File: src/rtl/tick_timer_pkg.sv
package tick_timer_pkg;

    typedef enum logic [1:0] {
        ST_IDLE  = 2'd0,
        ST_RUN   = 2'd1,
        ST_DRAIN = 2'd2
    } run_state_t;

    localparam int OFF_CTRL = 0;
    localparam int OFF_FLAG = 4;
    localparam int OFF_ACK  = 8;
    localparam int OFF_PEEK = 12;

    localparam int EN_BIT = 24;
    localparam int IE_BIT = 25;

endpackage

File: src/rtl/tick_prescale.sv
module tick_prescale #(
    parameter int DIV = 16
) (
    input  logic clk,
    input  logic rst_n,
    input  logic active,
    output logic tick
);
    generate
        if (DIV <= 1) begin : g_bypass
            assign tick = active;
        end else begin : g_div
            localparam int PW = $clog2(DIV);
            localparam logic [PW-1:0] LAST = PW'(DIV - 1);
            logic [PW-1:0] pre_q;

            always_ff @(posedge clk or negedge rst_n) begin
                if (!rst_n)              pre_q <= '0;
                else if (!active)        pre_q <= '0;
                else if (pre_q == LAST)  pre_q <= '0;
                else                     pre_q <= pre_q + 1'b1;
            end

            assign tick = active && (pre_q == LAST);
        end
    endgenerate
endmodule

File: src/rtl/tick_sequencer.sv
module tick_sequencer
    import tick_timer_pkg::*;
#(
    parameter int CNT_W = 20
) (
    input  logic             clk,
    input  logic             rst_n,
    input  logic             run_en,
    input  logic             tick,
    input  logic [CNT_W-1:0] limit,
    output logic             active,
    output logic             wrap,
    output logic [CNT_W-1:0] count
);
    run_state_t state_q, state_d;
    logic [CNT_W-1:0] cnt_q;

    assign wrap   = tick && (cnt_q >= limit);
    assign active = (state_q != ST_IDLE);
    assign count  = cnt_q;

    always_comb begin
        state_d = state_q;
        unique case (state_q)
            ST_IDLE:  if (run_en) state_d = ST_RUN;
            ST_RUN:   if (!run_en) state_d = ST_DRAIN;
            ST_DRAIN: begin
                if (run_en)     state_d = ST_RUN;
                else if (wrap)  state_d = ST_IDLE;
            end
            default:  state_d = ST_IDLE;
        endcase
    end

    always_ff @(posedge clk or negedge rst_n) begin
        if (!rst_n) state_q <= ST_IDLE;
        else        state_q <= state_d;
    end

    always_ff @(posedge clk or negedge rst_n) begin
        if (!rst_n)                 cnt_q <= '0;
        else if (wrap)              cnt_q <= '0;
        else if (tick)              cnt_q <= cnt_q + 1'b1;
        else if (state_q == ST_IDLE) cnt_q <= '0;
    end
endmodule

File: src/rtl/tick_event_log.sv
module tick_event_log #(
    parameter int OVF_W = 12
) (
    input  logic             clk,
    input  logic             rst_n,
    input  logic             wrap,
    input  logic             ack,
    output logic             flag,
    output logic [OVF_W-1:0] tally
);
    localparam logic [OVF_W-1:0] TOP = {OVF_W{1'b1}};

    always_ff @(posedge clk or negedge rst_n) begin
        if (!rst_n) begin
            flag  <= 1'b0;
            tally <= '0;
        end else if (ack) begin
            flag  <= wrap;
            tally <= wrap ? OVF_W'(1) : '0;
        end else if (wrap) begin
            flag  <= 1'b1;
            tally <= (tally == TOP) ? tally : tally + 1'b1;
        end
    end
endmodule

File: src/rtl/tick_timer.sv
module tick_timer
    import tick_timer_pkg::*;
#(
    parameter int CNT_W    = 20,
    parameter int OVF_W    = 12,
    parameter int PRESCALE = 16,
    parameter int AW       = 4
) (
    input  logic          clk,
    input  logic          rst_n,
    input  logic [AW-1:0] bus_addr,
    input  logic          bus_wr,
    input  logic [31:0]   bus_wdata,
    input  logic          bus_rd,
    output logic [31:0]   bus_rdata,
    output logic          irq
);
    localparam int DW = 32;

    logic [CNT_W-1:0] limit_q;
    logic             run_en_q;
    logic             irq_en_q;
    logic             tick, wrap, active, ack, evt_flag;
    logic [CNT_W-1:0] seq_cnt;
    logic [OVF_W-1:0] evt_tally;
    logic [DW-1:0]    view, ctrl_word;

    wire unused_wbits = ^{bus_wdata[DW-1:IE_BIT+1], bus_wdata[EN_BIT-1:CNT_W]};

    assign ack = bus_rd && (int'(bus_addr) == OFF_ACK);

    always_ff @(posedge clk or negedge rst_n) begin
        if (!rst_n) begin
            limit_q  <= '0;
            run_en_q <= 1'b0;
            irq_en_q <= 1'b0;
        end else if (bus_wr && (int'(bus_addr) == OFF_CTRL)) begin
            limit_q  <= bus_wdata[CNT_W-1:0];
            run_en_q <= bus_wdata[EN_BIT];
            irq_en_q <= bus_wdata[IE_BIT];
        end
    end

    tick_prescale #(.DIV(PRESCALE)) u_pre (
        .clk(clk), .rst_n(rst_n), .active(active), .tick(tick)
    );

    tick_sequencer #(.CNT_W(CNT_W)) u_seq (
        .clk(clk), .rst_n(rst_n), .run_en(run_en_q), .tick(tick),
        .limit(limit_q), .active(active), .wrap(wrap), .count(seq_cnt)
    );

    tick_event_log #(.OVF_W(OVF_W)) u_log (
        .clk(clk), .rst_n(rst_n), .wrap(wrap), .ack(ack),
        .flag(evt_flag), .tally(evt_tally)
    );

    always_comb begin
        view = '0;
        view[CNT_W-1:0]     = seq_cnt;
        view[CNT_W +: OVF_W] = evt_tally;
        ctrl_word = '0;
        ctrl_word[CNT_W-1:0] = limit_q;
        ctrl_word[EN_BIT]    = run_en_q;
        ctrl_word[IE_BIT]    = irq_en_q;
    end

    always_comb begin
        bus_rdata = '0;
        if (bus_rd) begin
            case (int'(bus_addr))
                OFF_CTRL: bus_rdata = ctrl_word;
                OFF_FLAG: bus_rdata = {{(DW-1){1'b0}}, evt_flag};
                OFF_ACK:  bus_rdata = view;
                OFF_PEEK: bus_rdata = view;
                default:  bus_rdata = '0;
            endcase
        end
    end

    assign irq = evt_flag && irq_en_q;
endmodule

File: config.mk
export PLATFORM = sky130hd
export DESIGN_NAME = tick_timer
export DESIGN_NICKNAME = d
export VERILOG_FILES = /design/src/rtl/tick_timer_pkg.sv /design/src/rtl/tick_prescale.sv /design/src/rtl/tick_sequencer.sv /design/src/rtl/tick_event_log.sv /design/src/rtl/tick_timer.sv
export SDC_FILE = /design/constraint.sdc
export NUM_CORES = 1
export LEC_CHECK = 0
export BUFFER_PORTS_ARGS = -buffer_cell sky130_fd_sc_hd__buf_2
export CAP_MARGIN = 30
export CORE_ASPECT_RATIO = 1.2
export CORE_MARGIN = 2
export CORE_UTILIZATION = 30
export CTS_BUF_LIST = sky130_fd_sc_hd__clkbuf_8 sky130_fd_sc_hd__clkbuf_16
export CTS_CLUSTER_SIZE = 14
export DETAILED_ROUTE_END_ITERATION = 10
export PLACE_DENSITY = 0.49
export SLEW_MARGIN = 5
export SYNTH_ARGS = -nofsm -noshare
export SYNTH_HDL_FRONTEND = slang
export SYNTH_SLANG_ARGS = --single-unit
File: constraint.sdc
create_clock -name clk -period 2.9 [get_ports clk]
set_input_delay 0.58 -clock clk [delete_from_list [all_inputs] [get_ports clk]]
set_output_delay 0.58 -clock clk [all_outputs]
set_load 0.01 [all_outputs]
After elaboration in Yosys (flattened, before gate mapping)
Cells that the tools add are included.

Output and inout bits: 33. Input bits: 40. Memories: 0. Memory bits (read-only): 0. Register bits after elaboration: 61. Bits in latches: 0. Memory bits (writable): 0. Word-level logic and storage cells: 56.

Muxes and demuxes: 18. Add/subtract/negate cells: 3. Shift-type cells: 0. Div/mod/pow operators: 0. Bitwise gates (word level): 0. Equal/unequal tests: 12. $mul: 0. Order comparisons: 1. Reduce and logical (&&, ||, !) cells: 14.

Operators with widths (count): 32-bit one-hot mux with 3 select lines (1); 20-bit two-way mux (3); 12-bit two-way mux (3); 32-bit two-way mux (1); 20-bit by 1-bit adder with 20-bit output (second input constant) (1); 20-bit greater-or-equal comparator (1); 4-bit == test (second input constant) (4); 12-bit by 1-bit adder with 12-bit output (second input constant) (1); 12-bit == test (second input constant) (1); 4-bit logical NOT (2); 2-bit two-way mux (4); 4-bit two-way mux (2); 2-bit != test (second input constant) (3); 2-bit one-hot mux with 3 select lines (1); 1-bit logical AND (5); 4-bit by 1-bit adder with 4-bit output (second input constant) (1); 4-bit by 3-bit == test with 1-bit output (second input constant) (1); 2-bit nonzero test (2); 1-bit two-way mux (3); 3-bit by 2-bit != test with 1-bit output (second input constant) (1); 3-bit AND reduction (1); 3-bit nonzero test (1); 2-bit by 1-bit == test with 1-bit output (second input constant) (1); 2-bit == test (second input constant) (1); other kinds (3) (3).

Logic depth before layout (Yosys ltp)
Gate-level depths: netlist of run 1.

Word-level depth: 6. Gate-level depth with buffers: 10. Gate-level depth less buffers: 8.

Cells and area by module
A second synthesis of run 1 with hierarchy kept.

Cell total of the unflattened synthesis: 405. Area, all modules: 3908.7 um^2.

Modules (own cells, without submodules): tick_sequencer (times used 1, cells each 200, area each 1767.9 um^2, sequential area each 550.5 um^2); tick_timer (times used 1, cells each 119, area each 1234.9 um^2, sequential area each 550.5 um^2); tick_event_log (times used 1, cells each 71, area each 732.0 um^2, sequential area each 325.3 um^2); tick_prescale (times used 1, cells each 15, area each 173.9 um^2, sequential area each 100.1 um^2).

Worst setup path before layout of run 1
OpenSTA, ideal clock, no wires.

Path kind: flip-flop to flip-flop. Start point: register u_seq.cnt_q[9] (netlist: u_seq.count[9]). End point: register u_log.tally[0]. Path buffers: 1. Slack: 0.549 ns. Required time: 2.778 ns. Data arrival time: 2.229 ns. Clock period less this slack: 2.351 ns. Stages on the path, launching flop included: 9. Library setup time: 0.122 ns. Cell sequence: dfrtp_1 -> ha_1 -> a21o_1 -> a221o_1 -> a2111oi_4 -> o211a_1 -> buf_6 -> nor2_1 -> a32o_1.

Cells in the longest elaborated chain, start to end: 4. Elaborated cells between the ends (all ways): 6. Classes of those cells: order compare: 1; mux: 2; reduce/logical: 3.

RTL lines: from (decl) (RTL line tick_sequencer.sv:16) `logic [CNT_W-1:0] cnt_q;`; from (signal assigned) (RTL line tick_sequencer.sv:43) `else if (tick) cnt_q <= cnt_q + 1'b1;`; 20-bit greater-or-equal comparator (*) (RTL line tick_sequencer.sv:18) `assign wrap = tick && (cnt_q >= limit);`; 1-bit logical AND (*) (RTL line tick_sequencer.sv:18); 1-bit two-way mux / 2-bit nonzero test (equally long branches); 12-bit two-way mux / 2-bit AND reduction (equally long branches); to (signal assigned) (RTL line tick_event_log.sv:19) `tally <= wrap ? OVF_W'(1) : '0;`; to (signal assigned) (RTL line tick_event_log.sv:22) `tally <= (tally == TOP) ? tally : tally + 1'b1;`; to (decl) (RTL line tick_event_log.sv:9) `output logic [OVF_W-1:0] tally`.

Mark *: on every way between the ends. The rest lies on a longest branch, timed or not. A chain may end at the register's enable or synchronous reset.

Worst setup path in the final report of run 1
Start point: register u_seq.cnt_q[17] (netlist: u_seq.count[17]). End point: register u_log.tally[9].

Cells in the longest elaborated chain, start to end: 4.

RTL lines (RTL line): 20-bit greater-or-equal comparator (tick_sequencer.sv:18); 1-bit logical AND (tick_sequencer.sv:18); 2-bit nonzero test (no line); 2-bit AND reduction (no line).

No other way between the ends.

==> summary.txt, run 1 <==
Placed design
  – Count of buffers from port buffering: 62
  – Count of placed standard cells including taps: 625
  – DP Wirelength: 7.09 mm
  – Routability Congestion: 0.818

Synth
  – Count of synthesis-stage warnings from yosys: 0
  – Async SR Flop Fraction: 100%
  – Post-synth design cell area: 3740 µm²
  – Synthesis-stage register bit count: 61
  – Cell type with the highest aggregate area in the netlist: sky130_fd_sc_hd__dfrtp_1
  – Sequential fraction of the synthesis area: 40.8%
  – Number of standard cells after synthesis: between 400 and 500
  – Post-Syn Nets: 465
  – Most used flip-flop cell after synthesis: sky130_fd_sc_hd__dfrtp_1
  – Count of flip-flops with a built-in enable after synthesis: 0
  – Number of distinct library cell variants in the gate-level netlist after synthesis: 55
  – Mean area per synthesized cell: 9.30 µm²
  – Post-synth top area share: between 40% and 50%
  – Most area-consuming cells after synthesis: sky130_fd_sc_hd__dfrtp_1, sky130_fd_sc_hd__ha_1, sky130_fd_sc_hd__mux2_2

Global routing
  – First-pass GRT wire length: 16.0 mm
  – Vias in the first global route: around 3200
  – GRT met2 Usage: 24.1%
  – Global routing met1 resource utilization: 19.6%
  – Initial antenna violation count: 0
  – GR Layer Usage met3: between 2 and 3%
  – GRT Util Overall: 14.9%
  – Total grt overflow: 0
  – Pin count of the biggest net entering global routing: 34
  – Most utilized layer in the global route result: met2

Cells and area
  – Ant. Diodes: 0
  – Final cell count without fillers: 641
  – Final nets: 538
  – Share of layout cells above drive strength 1: 26.0%
  – Filler Cell Count: between 1000 and 1500
  – Reg area: 1530 µm²
  – Combined area of the multi-input logic cells: 2040 µm²
  – P&R area growth vs syn: 23.4%

Clock network
  – CTS buffer count: 9
  – Clock insertion delay at the later pin of the skew report: 0.32 ns
  – CTS tree: done
  – CTS clk-pin slew, worst paths: around 0.05 ns
  – Depth of the CTS H-tree: 3
  – Cts hold-fix bufs: 0
  – Max clock buf depth: 2
  – Number of sinks handled by clock tree synthesis: 61
  – CTS root buf: sky130_fd_sc_hd__clkbuf_16

Hold path
  – Worst min-delay path class: input port to async pin

Setup path
  – Reg2reg end: u_log.tally[9]$_DFFE_PN0P_
  – Worst Reg-to-Reg Cells: 8
  – Slack of the worst reg-to-reg path: 0.24 ns
  – Required time of the worst setup path: around 3.2 ns
  – Kind of end point of the critical path: flip-flop
  – Worst-path maximum fanout: 15
  – Kind of start point of the critical path: flip-flop
  – Arrival time at the worst endpoint: just under 3 ns
  – Start-to-end type of the worst setup path: flip-flop to flip-flop
  – Worst R2R Start: u_seq.count[17]$_DFFE_PN0P_

Timing
  – Tightest Pin Transition: between 0.5 and 0.6 ns
  – Endpoints failing setup: 0
  – Shortest clock period the worst path allows after layout: 2.66 ns
  – Max Clock Freq: 0.376 GHz
  – Share of the clock period used by the worst path: about nine tenths
  – Worst clock skew: slightly below 0.007 ns
  – Number of endpoints with negative hold slack in the final report: 0
  – Final sum of negative setup slack: 0 ns
  – Unrepaired setup endpoints after global routing: no
  – Slew Limit Headroom: 62.2%
  – Count of pins over their slew limit: 0

Detailed routing
  – Post-detailed-routing wire length: 9.45 mm
  – Initial drt markers: 171
  – WL/cell: 14.7 µm
  – DRC viols: 0
  – Total number of vias: approximately 3200
  – Pre-Repair DR Iteration Count: 4
  – Average via count per standard cell: around 5.0
  – Remaining number of nets flagged by the antenna check after routing: 0

Pwr
  – Overall Power: ~2.6 mW
  – Peak VDD IR: 243 µV
  – Ratio of total power to cell area: 566 nW/µm²
  – Static leakage power: about 2.1 nW

Floorplanning
  – Floorplan die area: 13400 µm²
  – Die Wd: 106 µm
  – Chip height: 126 µm
  – Core footprint: roughly 12000 µm²
  – I/O pin count: 73
  – FP Rows: 44
  – Starting Density: 30.9%

Flow run
  – MaxCap Viol Count: 0

Outcome
  – Outcome: completed
## critical path: stages, from the launching register on
cell and delay [ns]:
sky130_fd_sc_hd__dfrtp_1 0.44, sky130_fd_sc_hd__ha_1 0.32, sky130_fd_sc_hd__nand4_1 0.18, sky130_fd_sc_hd__nor3_2 0.32, sky130_fd_sc_hd__nand4_1 0.18, sky130_fd_sc_hd__o211a_1 0.35, sky130_fd_sc_hd__buf_4 0.23, sky130_fd_sc_hd__or4_1 0.50
sky130_fd_sc_hd__nand2_1 0.08
## Yosys cell counts, types with 2 or more instances
cell type,instances
sky130_fd_sc_hd__ha_1,23
sky130_fd_sc_hd__or3_1,7
sky130_fd_sc_hd__o31ai_1,7
sky130_fd_sc_hd__a22oi_1,21
sky130_fd_sc_hd__a31oi_1,4
sky130_fd_sc_hd__nand2b_1,4
sky130_fd_sc_hd__nor4_1,5
sky130_fd_sc_hd__and2_1,4
sky130_fd_sc_hd__mux2_2,22
sky130_fd_sc_hd__nor3_1,9
sky130_fd_sc_hd__inv_1,27
sky130_fd_sc_hd__nor2_1,57
sky130_fd_sc_hd__a21o_1,2
sky130_fd_sc_hd__o21ai_0,9
sky130_fd_sc_hd__buf_1,2
sky130_fd_sc_hd__or4_1,3
sky130_fd_sc_hd__a22o_1,6
sky130_fd_sc_hd__clkbuf_1,11
sky130_fd_sc_hd__nand3_1,14
sky130_fd_sc_hd__dfrtp_1,61
sky130_fd_sc_hd__xnor2_1,11
sky130_fd_sc_hd__nor2b_1,5
sky130_fd_sc_hd__nand2_1,27
sky130_fd_sc_hd__o2bb2ai_1,3
sky130_fd_sc_hd__mux2i_1,2
sky130_fd_sc_hd__o211ai_1,2
sky130_fd_sc_hd__nand4_1,6
sky130_fd_sc_hd__and3_1,11
sky130_fd_sc_hd__a21oi_1,11
## registers in the layout, summed over array words and instances (netlist names)
register	cells
limit_q	20
u_seq.count	20
run_en_q	1
irq_en_q	1
u_seq.state_q	2
u_pre.g_div.pre_q	4
u_log.tally	12
u_log.flag	1
## cell type report
type,count,share of cell area (%)
clock buffers,12,5.78
clock inverters,4,0.976
inverters,27,2.20
multi-input cells,298,44.3
flip-flops and latches,61,33.1
well taps,161,4.37
repair buffers,78,9.33
## cell usage in the layout (no fill, tap or decap), types with 11 or more instances in the layout
cell,netlist,routed
sky130_fd_sc_hd__dfrtp_1,61,61
sky130_fd_sc_hd__inv_1,27,27
sky130_fd_sc_hd__ha_1,23,23
sky130_fd_sc_hd__buf_4,0,16
sky130_fd_sc_hd__a22oi_1,21,21
sky130_fd_sc_hd__nand2_1,27,27
sky130_fd_sc_hd__xnor2_1,11,11
sky130_fd_sc_hd__and3_1,11,11
sky130_fd_sc_hd__nand3_1,14,14
sky130_fd_sc_hd__mux2_2,22,22
sky130_fd_sc_hd__a21oi_1,11,11
sky130_fd_sc_hd__nor2_1,57,57
sky130_fd_sc_hd__buf_2,1,62
## routing by layer
metal,vias up,wire [µm]
li1,1599,-
met1,1553,4390
met2,64,4630
met3,9,268
met4,0,169
met5,-,0
## timing repair
action	4_1_cts	5_1_grt
endpoints found under the setup margin	0	2
resized for setup	0	2
buffers inserted	0	0
## how the worst max path moves through the flow
stage / start / cells after the start / to
6_report: u_seq.count[17]$_DFFE_PN0P_ / 8 / u_log.tally[9]$_DFFE_PN0P_
3_5_place_dp: u_seq.count[17]$_DFFE_PN0P_ / 8 / u_log.tally[5]$_DFFE_PN0P_
5_1_grt: limit_q[9]$_DFFE_PN0P_ / 9 / u_log.tally[2]$_DFFE_PN0P_
3_3_place_gp: u_seq.count[17]$_DFFE_PN0P_ / 8 / u_log.tally[5]$_DFFE_PN0P_
4_1_cts: u_seq.count[17]$_DFFE_PN0P_ / 8 / u_log.tally[5]$_DFFE_PN0P_
2_1_floorplan: u_seq.count[9]$_DFFE_PN0P_ / 8 / u_log.tally[0]$_DFFE_PN0P_
## through the flow
stage               setup WS, ns  utilization [%]  cell area, µm²  hold slack [ns]
detailed placement         0.210             35.5            4300            0.453
global placement           0.248             35.5            4300            0.453
global route              0.0475             38.1            4610            0.148
CTS                        0.183             38.0            4610            0.144
finish                     0.239             38.1            4610            0.142
floorplan                  0.549                -            3740            0.284
## where the power goes
group | switching, mW | total [mW] | leakage [nW] | internal, mW
Clock | 0.368 | 1.10 | 0.158 | 0.730
Sequential | 0.109 | 1.08 | 0.801 | 0.972
Combinational | 0.236 | 0.433 | 1.15 | 0.197
Total | 0.713 | 2.61 | 2.11 | 1.90
## cells by family after synthesis
group	Yosys count	share of synthesized area, %
multiplexers	24	7.16
AND/OR/NAND/NOR	160	20.9
flip-flops	61	40.8
buffers and inverters	43	4.85
adder cells (fa/ha/maj)	23	7.70
XOR/XNOR	12	2.81
AO/OA/AOI/OAI	79	15.7
(Power assumes the default switching activity.)
==> run 2: changes to the inputs <==
--- a/config.mk
+++ b/config.mk
@@ -5,15 +5,14 @@
 export SDC_FILE = /design/constraint.sdc
 export NUM_CORES = 1
 export LEC_CHECK = 0
-export BUFFER_PORTS_ARGS = -buffer_cell sky130_fd_sc_hd__buf_2
 export CAP_MARGIN = 30
 export CORE_ASPECT_RATIO = 1.2
-export CORE_MARGIN = 2
+export CORE_MARGIN = 4
 export CORE_UTILIZATION = 30
 export CTS_BUF_LIST = sky130_fd_sc_hd__clkbuf_8 sky130_fd_sc_hd__clkbuf_16
-export CTS_CLUSTER_SIZE = 14
 export DETAILED_ROUTE_END_ITERATION = 10
-export PLACE_DENSITY = 0.49
+export DONT_BUFFER_PORTS = 1
+export PLACE_DENSITY = 0.44
 export SLEW_MARGIN = 5
 export SYNTH_ARGS = -nofsm -noshare
 export SYNTH_HDL_FRONTEND = slang
==> run 2 against run 1 <==
Setup slack gained 0.022 ns; non-clock buffer count down 67; register-to-register slack improved by 0.02 ns; die area up 7.1%; sequential power barely moved; critical path depth unchanged; worst hold slack got worse by 0.023 ns; global-route usage is 0.43 points lower; design area decreased by 7.1%; utilization decreased by 2.8 points; via count shrank 7.2%; largest cell class unchanged.
==> summary.txt, run 2 (synthesis results as in run 1) <==
Setup path
  – Required time of the worst setup path: 3.16 ns (about the same)
  – Worst-path maximum fanout: 16 (+1)
  – Worst R2R Start: u_seq.count[17]$_DFFE_PN0P_
  – Reg2reg end: u_log.tally[7]$_DFFE_PN0P_
  – Launch point of the worst path: u_seq.count[17]$_DFFE_PN0P_
  – Kind of start point of the critical path: flip-flop
  – Arrival time at the worst endpoint: 2.90 ns (-0.02 ns)
  – Slack of the worst reg-to-reg path: 0.26 ns (+0.02 ns)
  – Start-to-end type of the worst setup path: flip-flop to flip-flop
  – Worst Reg-to-Reg Cells: 8 (unchanged)
  – Kind of end point of the critical path: flip-flop

Clock network
  – Depth of the CTS H-tree: 3 (unchanged)
  – Clock insertion delay at the later pin of the skew report: 0.33 ns (about the same)
  – CTS root buf: sky130_fd_sc_hd__clkbuf_16
  – CTS tree: done
  – CTS buffer count: 9 (unchanged)
  – Max clock buf depth: 2 (unchanged)
  – Number of sinks handled by clock tree synthesis: 61 (unchanged)
  – CTS clk-pin slew, worst paths: 0.05 ns (about the same)

Detailed routing
  – Average via count per standard cell: 5.22 (+3.7%)
  – Pre-Repair DR Iteration Count: 4 (unchanged)
  – WL/cell: 16.7 µm (+13%)
  – Post-detailed-routing wire length: 9.57 mm (+1.2%)
  – DRC viols: 0 (unchanged)
  – Total number of vias: 2994 (-7.2%)
  – Remaining number of nets flagged by the antenna check after routing: 0 (unchanged)
  – Initial drt markers: 139 (-19%)

Cells and area
  – Share of layout cells above drive strength 1: 14.0% (-12 points)
  – Final nets: 471 (-12%)
  – Ant. Diodes: 0 (unchanged)
  – Cell area after layout: 4290 µm² (-7.1%)
  – Filler Cell Count: 1204 (-6.1%)
  – Most frequent standard cell in the layout excluding fill and tap cells: sky130_fd_sc_hd__dfrtp_1
  – Leading cell types in the layout, fill and taps excluded: sky130_fd_sc_hd__dfrtp_1, sky130_fd_sc_hd__nor2_1, sky130_fd_sc_hd__inv_1, sky130_fd_sc_hd__nand2_1, sky130_fd_sc_hd__ha_1
  – Combined area of the multi-input logic cells: 2040 µm² (unchanged)
  – Reg area: 1530 µm² (unchanged)
  – P&R area growth vs syn: 14.7%

Placed design
  – DP Wirelength: 6.98 mm (-1.6%)
  – Routability Congestion: 0.781 (-4.6%)
  – Count of buffers from port buffering: 0 (-100%)
  – Cell area after placement: 3950 µm² (-8.0%)

Timing
  – Count of pins over their slew limit: 0 (unchanged)
  – Number of endpoints with negative hold slack in the final report: 0 (unchanged)
  – Worst clock skew: 0.00885 ns (+0.00210 ns)
  – Final sum of negative setup slack: 0 ns (unchanged)
  – Share of the clock period used by the worst path: 91.0% (-0.77 points)
  – Tightest Pin Transition: 0.785 ns (+0.219 ns)
  – Max Clock Freq: 0.379 GHz (+0.85%)
  – Shortest clock period the worst path allows after layout: 2.64 ns (-0.0224 ns)
  – Endpoints failing setup: 0 (unchanged)
  – Unrepaired setup endpoints after global routing: no
  – Slew Limit Headroom: 47.5% (-15 points)

Hold path
  – Worst min-delay path class: input port to async pin

Floorplanning
  – FP Rows: 44 (unchanged)
  – Chip height: 130 µm (+3.2%)
  – Core footprint: 12200 µm² (+0.45%)
  – Die Wd: 110 µm (+3.8%)
  – I/O pin count: 73 (unchanged)
  – Starting Density: 30.7% (-0.14 points)
  – Floorplan die area: 14300 µm² (+7.1%)

Global routing
  – Pin count of the biggest net entering global routing: 62 (+82%)
  – First-pass GRT wire length: 16.1 mm (+0.73%)
  – Vias in the first global route: 3108 (-3.6%)
  – Total grt overflow: 0 (unchanged)
  – Initial antenna violation count: 0 (unchanged)
  – GRT Util Overall: 14.4% (-0.43 points)

Flow run
  – MaxCap Viol Count: 0 (unchanged)

Outcome
  – Outcome: completed

Pwr
  – Peak VDD IR: 271 µV (+12%)
  – Overall Power: 2.57 mW (-1.7%)
  – Static leakage power: 1.78 nW (-15%)
  – Ratio of total power to cell area: 599 nW/µm² (+5.8%)
run 2: cell count changes in the layout (fill, tap and decap cells not counted), moves of 2 or more:
cell | previous run | this run
sky130_fd_sc_hd__buf_2 | 62 | 0
sky130_fd_sc_hd__clkbuf_8 | 3 | 1
sky130_fd_sc_hd__buf_4 | 16 | 9
sky130_fd_sc_hd__clkinvlp_4 | 0 | 3
run 2: metal layers:
metal  vias up  routed length [µm]  track usage (%)  share of wire (%)
met5         -                   0                0                  0
met4         0                 199             7.04                2.1
met3        16                 332             2.57                3.5
met2        53                4550             22.6                 48
met1      1457                4490             19.2                 47
li1       1468                   -                -                  -
run 2: worst max path at each step:
stage	endpoint	slack (ns)	cells past startpoint
global placement	u_log.tally[0]$_DFFE_PN0P_	0.26	7
global route	u_log.tally[3]$_DFFE_PN0P_	0.0006	8
CTS	u_log.tally[5]$_DFFE_PN0P_	0.19	8
floorplan	u_log.tally[0]$_DFFE_PN0P_	0.55	8
detailed placement	u_log.tally[5]$_DFFE_PN0P_	0.21	8
finish	u_log.tally[7]$_DFFE_PN0P_	0.26	8
run 2: stage by stage:
step                      hold slack [ns]  utilization, %  instances  setup WS, ns
after floorplan                     0.284               -        402         0.549
after global placement              0.287            32.5        557         0.261
after detailed placement            0.288            32.5        557         0.212
after CTS                           0.138            35.2        574         0.192
after global routing                0.141            35.2        574      0.000552
final                               0.120            35.2        574         0.261
run 2: critical path: stages (launching register included):
cell                      delay, ns
sky130_fd_sc_hd__dfrtp_1       0.44
sky130_fd_sc_hd__ha_1          0.32
sky130_fd_sc_hd__nand4_1       0.17
sky130_fd_sc_hd__nor3_2        0.32
sky130_fd_sc_hd__nand4_1       0.18
sky130_fd_sc_hd__o211a_1       0.36
sky130_fd_sc_hd__buf_12        0.20
sky130_fd_sc_hd__or4_1         0.49
sky130_fd_sc_hd__nand2_1       0.08
run 2: cell type report:
cell class,count,share of cell area [%]
sequential,61,35.6
clock buffer,10,5.57
clock inverter,6,1.46
inverter,27,2.36
timing repair buffer,11,2.68
tap,161,4.70
multi-input combinational,298,47.6
run 2: timing repair:
action,4_1_cts,5_1_grt
hold buffers,1,0
endpoints found under the hold margin,61,0
setup endpoints to repair,0,1
buffers inserted,0,0
gates resized for setup,0,1
run 2: report_power, final:
part	leakage, nW	internal, mW	switching (mW)
logic	0.839	0.182	0.231
clock network	0.140	0.684	0.389
registers	0.801	0.971	0.110
